<file path="config.mk">
export PLATFORM = sky130hd
export DESIGN_NAME = branch_steer
export DESIGN_NICKNAME = d
export VERILOG_FILES = /design/src/rtl/branch_steer_pkg.sv /design/src/rtl/branch_cond_hold.sv /design/src/rtl/branch_steer_fsm.sv /design/src/rtl/branch_steer.sv
export SDC_FILE = /design/constraint.sdc
export NUM_CORES = 1
export LEC_CHECK = 0
export ABC_CLOCK_PERIOD_IN_PS = 2000
export BUFFER_PORTS_ARGS = -buffer_cell sky130_fd_sc_hd__buf_2
export CELL_PAD_IN_SITES_DETAIL_PLACEMENT = 1
export CELL_PAD_IN_SITES_GLOBAL_PLACEMENT = 1
export CORE_AREA = 2 2 39 41
export DETAILED_ROUTE_END_ITERATION = 12
export DIE_AREA = 0 0 41 43
export PLACE_DENSITY_LB_ADDON = 0.3
export SLEW_MARGIN = 40
export SYNTH_ARGS = -nofsm -noshare
export SYNTH_HDL_FRONTEND = slang
export SYNTH_SLANG_ARGS = --single-unit
</file>
<file path="constraint.sdc">
create_clock -name clk -period 2 [get_ports clk]
set_input_delay 0.1 -clock clk [delete_from_list [all_inputs] [get_ports clk]]
set_output_delay 0.1 -clock clk [all_outputs]
set_load 0.05 [all_outputs]
</file>
<file path="src/rtl/branch_steer_pkg.sv">
package branch_steer_pkg;
    typedef enum logic [1:0] {
        ST_IDLE = 2'd0,
        ST_REQ  = 2'd1,
        ST_ACK  = 2'd2,
        ST_RTZ  = 2'd3
    } steer_state_e;
endpackage

</file>
<file path="src/rtl/branch_cond_hold.sv">
module branch_cond_hold #(
    parameter logic CLEAR_VALUE = 1'b0
) (
    input  logic clk,
    input  logic clr_n,
    input  logic open_i,
    input  logic cond_i,
    output logic sel_o
);
    logic sel_q;

    // Tracks the condition while open; keeps the captured value while closed.
    always_ff @(posedge clk or negedge clr_n) begin
        if (!clr_n)      sel_q <= CLEAR_VALUE;
        else if (open_i) sel_q <= cond_i;
    end

    assign sel_o = open_i ? cond_i : sel_q;
endmodule

</file>
<file path="src/rtl/branch_steer_fsm.sv">
module branch_steer_fsm
    import branch_steer_pkg::*;
(
    input  logic         clk,
    input  logic         clr_n,
    input  logic         in_req,
    input  logic         sel,
    input  logic         t_ack,
    input  logic         f_ack,
    output steer_state_e state_o,
    output logic         in_ack,
    output logic         t_req,
    output logic         f_req
);
    steer_state_e state_q, state_d;
    logic         chosen_ack;

    assign chosen_ack = sel ? t_ack : f_ack;

    always_comb begin
        state_d = state_q;
        unique case (state_q)
            ST_IDLE: if (in_req)      state_d = ST_REQ;
            ST_REQ:  if (chosen_ack)  state_d = ST_ACK;
            ST_ACK:  if (!in_req)     state_d = ST_RTZ;
            ST_RTZ:  if (!chosen_ack) state_d = ST_IDLE;
        endcase
    end

    always_ff @(posedge clk or negedge clr_n) begin
        if (!clr_n) state_q <= ST_IDLE;
        else        state_q <= state_d;
    end

    always_comb begin
        logic drive;
        drive  = 1'b0;
        in_ack = 1'b0;
        unique case (state_q)
            ST_IDLE: begin drive = 1'b0; in_ack = 1'b0; end
            ST_REQ:  begin drive = 1'b1; in_ack = 1'b0; end
            ST_ACK:  begin drive = 1'b1; in_ack = 1'b1; end
            ST_RTZ:  begin drive = 1'b0; in_ack = 1'b1; end
        endcase
        t_req = drive &  sel;
        f_req = drive & ~sel;
    end

    assign state_o = state_q;
endmodule

</file>
<file path="src/rtl/branch_steer.sv">
module branch_steer
    import branch_steer_pkg::*;
(
    input  logic clk,
    input  logic clr_n,
    input  logic cond,
    input  logic in_req,
    output logic in_ack,
    output logic t_req,
    input  logic t_ack,
    output logic f_req,
    input  logic f_ack
);
    steer_state_e state;
    logic         sel;
    logic         hold_open;

    assign hold_open = (state == ST_IDLE);

    branch_cond_hold #(.CLEAR_VALUE(1'b0)) u_hold (
        .clk    (clk),
        .clr_n  (clr_n),
        .open_i (hold_open),
        .cond_i (cond),
        .sel_o  (sel)
    );

    branch_steer_fsm u_fsm (
        .clk     (clk),
        .clr_n   (clr_n),
        .in_req  (in_req),
        .sel     (sel),
        .t_ack   (t_ack),
        .f_ack   (f_ack),
        .state_o (state),
        .in_ack  (in_ack),
        .t_req   (t_req),
        .f_req   (f_req)
    );
endmodule

</file>
=== Word level (Yosys, flattened, before mapping) ===
Index checks and enable logic that the tools add are counted.

* Flip-flop bits (word level): 3
* Bits of input ports: 6
* Output and inout port bits: 3

* Equality and inequality tests: 7
* Mux-type cells: 9
* Bitwise logic cells: 3
* Reduce and logical (&&, ||, !) cells: 6

{| class="wikitable"
|+ Operator list
! cell !! number
|-
| $mux W2 || 4
|-
| $pmux W2 S4 || 1
|-
| $reduce_or A2 Y1 || 4
|-
| $ne A2 B2 Y1 const B || 3
|-
| $eq A2 B2 Y1 const B || 2
|-
| $pmux W1 S2 || 2
|-
| $reduce_and A4 Y1 || 1
|-
| $and A1 B1 Y1 || 2
|-
| $eq A2 B1 Y1 const B || 1
|-
| $logic_not A2 Y1 || 1
|-
| $mux W1 || 2
|-
| $ne A2 B1 Y1 const B || 1
|-
| $not A1 Y1 || 1
|}

=== Depth between registers and ports, before layout ===
* Word-level depth: 5
* Mapped depth: 6
* Gate-level depth less buffers: 6

=== Modules after synthesis ===
A second synthesis with hierarchy kept.

* Cell total of the unflattened synthesis: 24
* Area total of the unflattened synthesis: 244.0 um^2

{| class="wikitable"
|+ By module, submodules not included
! module !! instances !! cells an instance !! area an instance (um^2)
|-
| branch_steer_fsm || 1 || 21 || 200.2
|-
| branch_cond_hold || 1 || 2 || 40.0
|-
| branch_steer || 1 || 1 || 3.8
|}

=== Worst setup path after synthesis ===
No wires, ideal clock.

* Kind: register to register
* Start: reg u_fsm.state_q[0] (netlist: u_fsm.state_o[0])
* End: reg u_fsm.state_q[1] (netlist: u_fsm.state_o[1])
* Setup time: 0.128 ns
* Arrival: 1.787 ns
* Data required time: 1.872 ns
* Slack: 0.085 ns
* Cell stages (with the launch flop): 7
* Path buffers: 0
* Cells stage by stage: dfrtp_1 > inv_1 > ha_1 > mux2i_2 > mux2i_1 > mux2i_1 > mux2_1

* Longest elaborated chain between the ends: 5

{| class="wikitable"
|+ RTL lines
! element !! RTL line !! text
|-
| start: declaration || branch_steer_fsm.sv:15 || <nowiki>steer_state_e state_q, state_d;</nowiki>
|-
| start signal: assignment || branch_steer_fsm.sv:32 || <nowiki>else state_q <= state_d;</nowiki>
|-
| $logic_not A2 Y1 || branch_steer_fsm.sv:22, branch_steer.sv:18 ||
|-
| $mux W1 || - ||
|-
| $mux W1 || branch_steer_fsm.sv:18 || <nowiki>assign chosen_ack = sel ? t_ack : f_ack;</nowiki>
|-
| $ne A2 B2 Y1 (no source line) or $ne A2 B1 Y1 (tied branches) || - ||
|-
| $reduce_and A4 Y1 (no source line) || - ||
|}

Several ways; a longest one is shown, not always the timed one.
A chain may end at the register's enable or synchronous reset.

=== Worst setup path in the final report ===
Same ends and word-level chain as after synthesis.

==> flow_metrics.tcl <==
set metrics [dict create \
    outcome "complete, no violations" \
    grt_max_degree 4 \
    clock_skew_ns 0.002626 \
    antenna_found_initial 0 \
    start_util_pct 17.09 \
    max_slew_margin_pct 83.55 \
    synth_cell_types 10 \
    synth.top_cell.area_share_pct 31.75 \
    start_kind "flip-flop" \
    yosysTopAreaCell "dfrtp_1" \
    synth_warnings 0 \
    synthFlopType "dfrtp_1" \
    worst_pin_slew_ns 0.2399 \
    fin_nets 53 \
    die_y_um 43 \
    die_area_um2 1763 \
    clk_pin_slew_ns 0.04 \
    wl_um 519 \
    drt-initial-drc-count 0 \
    dp.cells 50 \
    antenna_cells 0 \
    cap_violations 0 \
    min_path_type "primary input to asynchronous set/reset pin" \
    setup_viol 0 \
    clock_path_buffers 2 \
    crit_type "flip-flop to flip-flop" \
    reg2reg_to "u_fsm.state_o[1]$_DFFE_PN0P_" \
    drive_gt1_share_pct 59.52 \
    die_x_um 41 \
    r2r_cells 6 \
    async_flop_share_pct 100.0 \
    busiest_layer "met2" \
    synth_area_per_cell_um2 10.75 \
    multi_input_area_um2 171.4 \
    regArea_um2 75.07 \
    layout.cells.non_filler 58 \
    period_minus_slack_ns 1.881 \
    firstDrtPassIters 1 \
    min_period_over_period_pct 94.05 \
    met1_usage_pct 8.039 \
    grt_pass1_vias 232 \
    final_hold_viol_count 0 \
    post-route-util_pct 29.39 \
    syn-instance-count 22 \
    syn2layout_area_growth_pct 71.96 \
    fmax_ghz 0.5316 \
    wl_per_cell_um 8.948 \
    fin_ws_ns 0.1189 \
    crit_top_cell "mux2i_1" \
    use_met2_pct 10.63 \
    vias 213 \
    yosysSeqAreaShare_pct 31.75 \
    drt-vias-per-instance 3.672 \
    cts_root_buf "clkbuf_4" \
    pre_cts_ws_ns -0.007467 \
    path_cells "inv_2 -> ha_4 -> mux2i_4 -> mux2i_1 -> mux2i_1 -> mux2_1" \
    clk_latency_ns 0.23 \
    grt_use_total_pct 7.430 \
    core_um2 1384 \
    cp-end-kind "flip-flop" \
    required_ns 2.10 \
    tritoncts.num_buffers 3 \
    port_buffers 8 \
    crit_slowest_cell "dfrtp_1" \
    synthesis.area_um2 236.5 \
    tritoncts "done" \
    fp-row-count 14 \
    synth_edf_count 0 \
    yosysMostFrequentCell "ha_1" \
    n_fill_cell 173 \
    synth.top_cells.by_count "4 x ha_1, 3 x dfrtp_1, 3 x inv_1, 3 x mux2i_1, 3 x nor2_1" \
    final_antenna_net_count 0 \
    synthTopCellsByArea "dfrtp_1 32%, ha_1 21%, mux2i_1 13%" \
    ios 9 \
    slew_viol_final 0 \
    cts_num_sinks 3 \
    grt_first_pass_wirelength_um 855 \
    crit_path_max_fanout 3 \
    htree_num_levels 1 \
    ys_seq_elements 3 \
    use_met3_pct 1.571 \
    fin_hold_ws_ns 0.1998 \
    r2r_slack_ns 0.12 \
    grt-ovfl-total 0 \
    cp.arrival_ns 1.98 \
    synthesis.nets 32 \
    routabilityCongestion 0.6926 \
    reg2reg_from "u_fsm.state_o[0]$_DFFE_PN0P_" \
    max_stage_delay_ns 0.39 \
    route.detailed.drc 0 \
]
[registers in the layout, indices dropped and copies added, names as in the netlist]
signal         flops
u_fsm.state_o      2
u_hold.sel_q       1
[per-stage QoR]
step | TNS [ns] | instance area (um2)
after floorplan | 0 | 236.5
after global placement | 0 | 326.6
after detailed placement | -0.007467 | 326.6
after CTS | 0 | 372.9
after global routing | -0.0006433 | 406.6
final | 0 | 406.6
[cell type report]
| cell class | instances | share of cell area (%) |
|---|---|---|
| multi-input combinational | 16 | 42.15 |
| timing repair buffer | 16 | 25.23 |
| sequential | 3 | 18.46 |
| clock buffer | 4 | 6.462 |
| tap | 16 | 4.923 |
| inverter | 3 | 2.769 |
[worst max-delay path, delay by kind of cell (launching register included)]
kind       cells  cell delay (ns)
buf+inv        1             0.08
flops          1             0.39
mux            4             1.13
fa+ha+maj      1             0.15
[cell usage in the layout, fill, tap and decap left out]
| cell | count |
|---|---|
| buf_2 | 8 |
| buf_4 | 7 |
| nor2_1 | 3 |
| mux2i_1 | 3 |
| ha_1 | 3 |
| clkbuf_4 | 3 |
| dfrtp_1 | 3 |
| inv_2 | 2 |
| mux2_1 | 2 |
| or2_2 | 1 |
| mux2i_4 | 1 |
| inv_1 | 1 |
| and2b_2 | 1 |
| and2_2 | 1 |
| ha_4 | 1 |
| clkbuf_1 | 1 |
| dlygate4sd3_1 | 1 |
[how the worst max path moves through the flow]
stage                                      start                            to  slack (ns)
floorplan           u_fsm.state_o[0]$_DFFE_PN0P_  u_fsm.state_o[1]$_DFFE_PN0P_        0.08
global placement    u_fsm.state_o[0]$_DFFE_PN0P_  u_fsm.state_o[1]$_DFFE_PN0P_        0.04
detailed placement  u_fsm.state_o[0]$_DFFE_PN0P_  u_fsm.state_o[1]$_DFFE_PN0P_      -0.007
CTS                 u_fsm.state_o[0]$_DFFE_PN0P_  u_fsm.state_o[1]$_DFFE_PN0P_        0.01
global route        u_fsm.state_o[0]$_DFFE_PN0P_  u_fsm.state_o[1]$_DFFE_PN0P_     -0.0006
finish              u_fsm.state_o[0]$_DFFE_PN0P_  u_fsm.state_o[1]$_DFFE_PN0P_        0.12
[cells by family (layout without fill, tap and decap cells)]
kind of cell / Yosys count / count (layout) / share of synthesized area [%]
and+or+nand+nor: 6 / 6 / 14.29
muxes: 6 / 6 / 28.04
buffers and inverters: 3 / 23 / 4.762
DFF: 3 / 3 / 31.75
adders and majority gates: 4 / 4 / 21.16
[metal layers]
metal,up-vias,part of all wire (%)
met3,0,4.6
met2,6,52
met5,-,0
li1,109,-
met4,0,0
met1,98,44
[timing repair]
item | 4_1_cts | 5_1_grt
hold endpoints to repair | 3 | 0
resized for setup | 1 | 4
buffers inserted | 1 | 2
pin swaps | 0 | 1
hold buffers | 1 | 0
endpoints found under the setup margin | 1 | 4
Power is left out: the tool's default activity adds up to more than one toggle a clock period on the data nets, which glitch-free logic cannot reach.
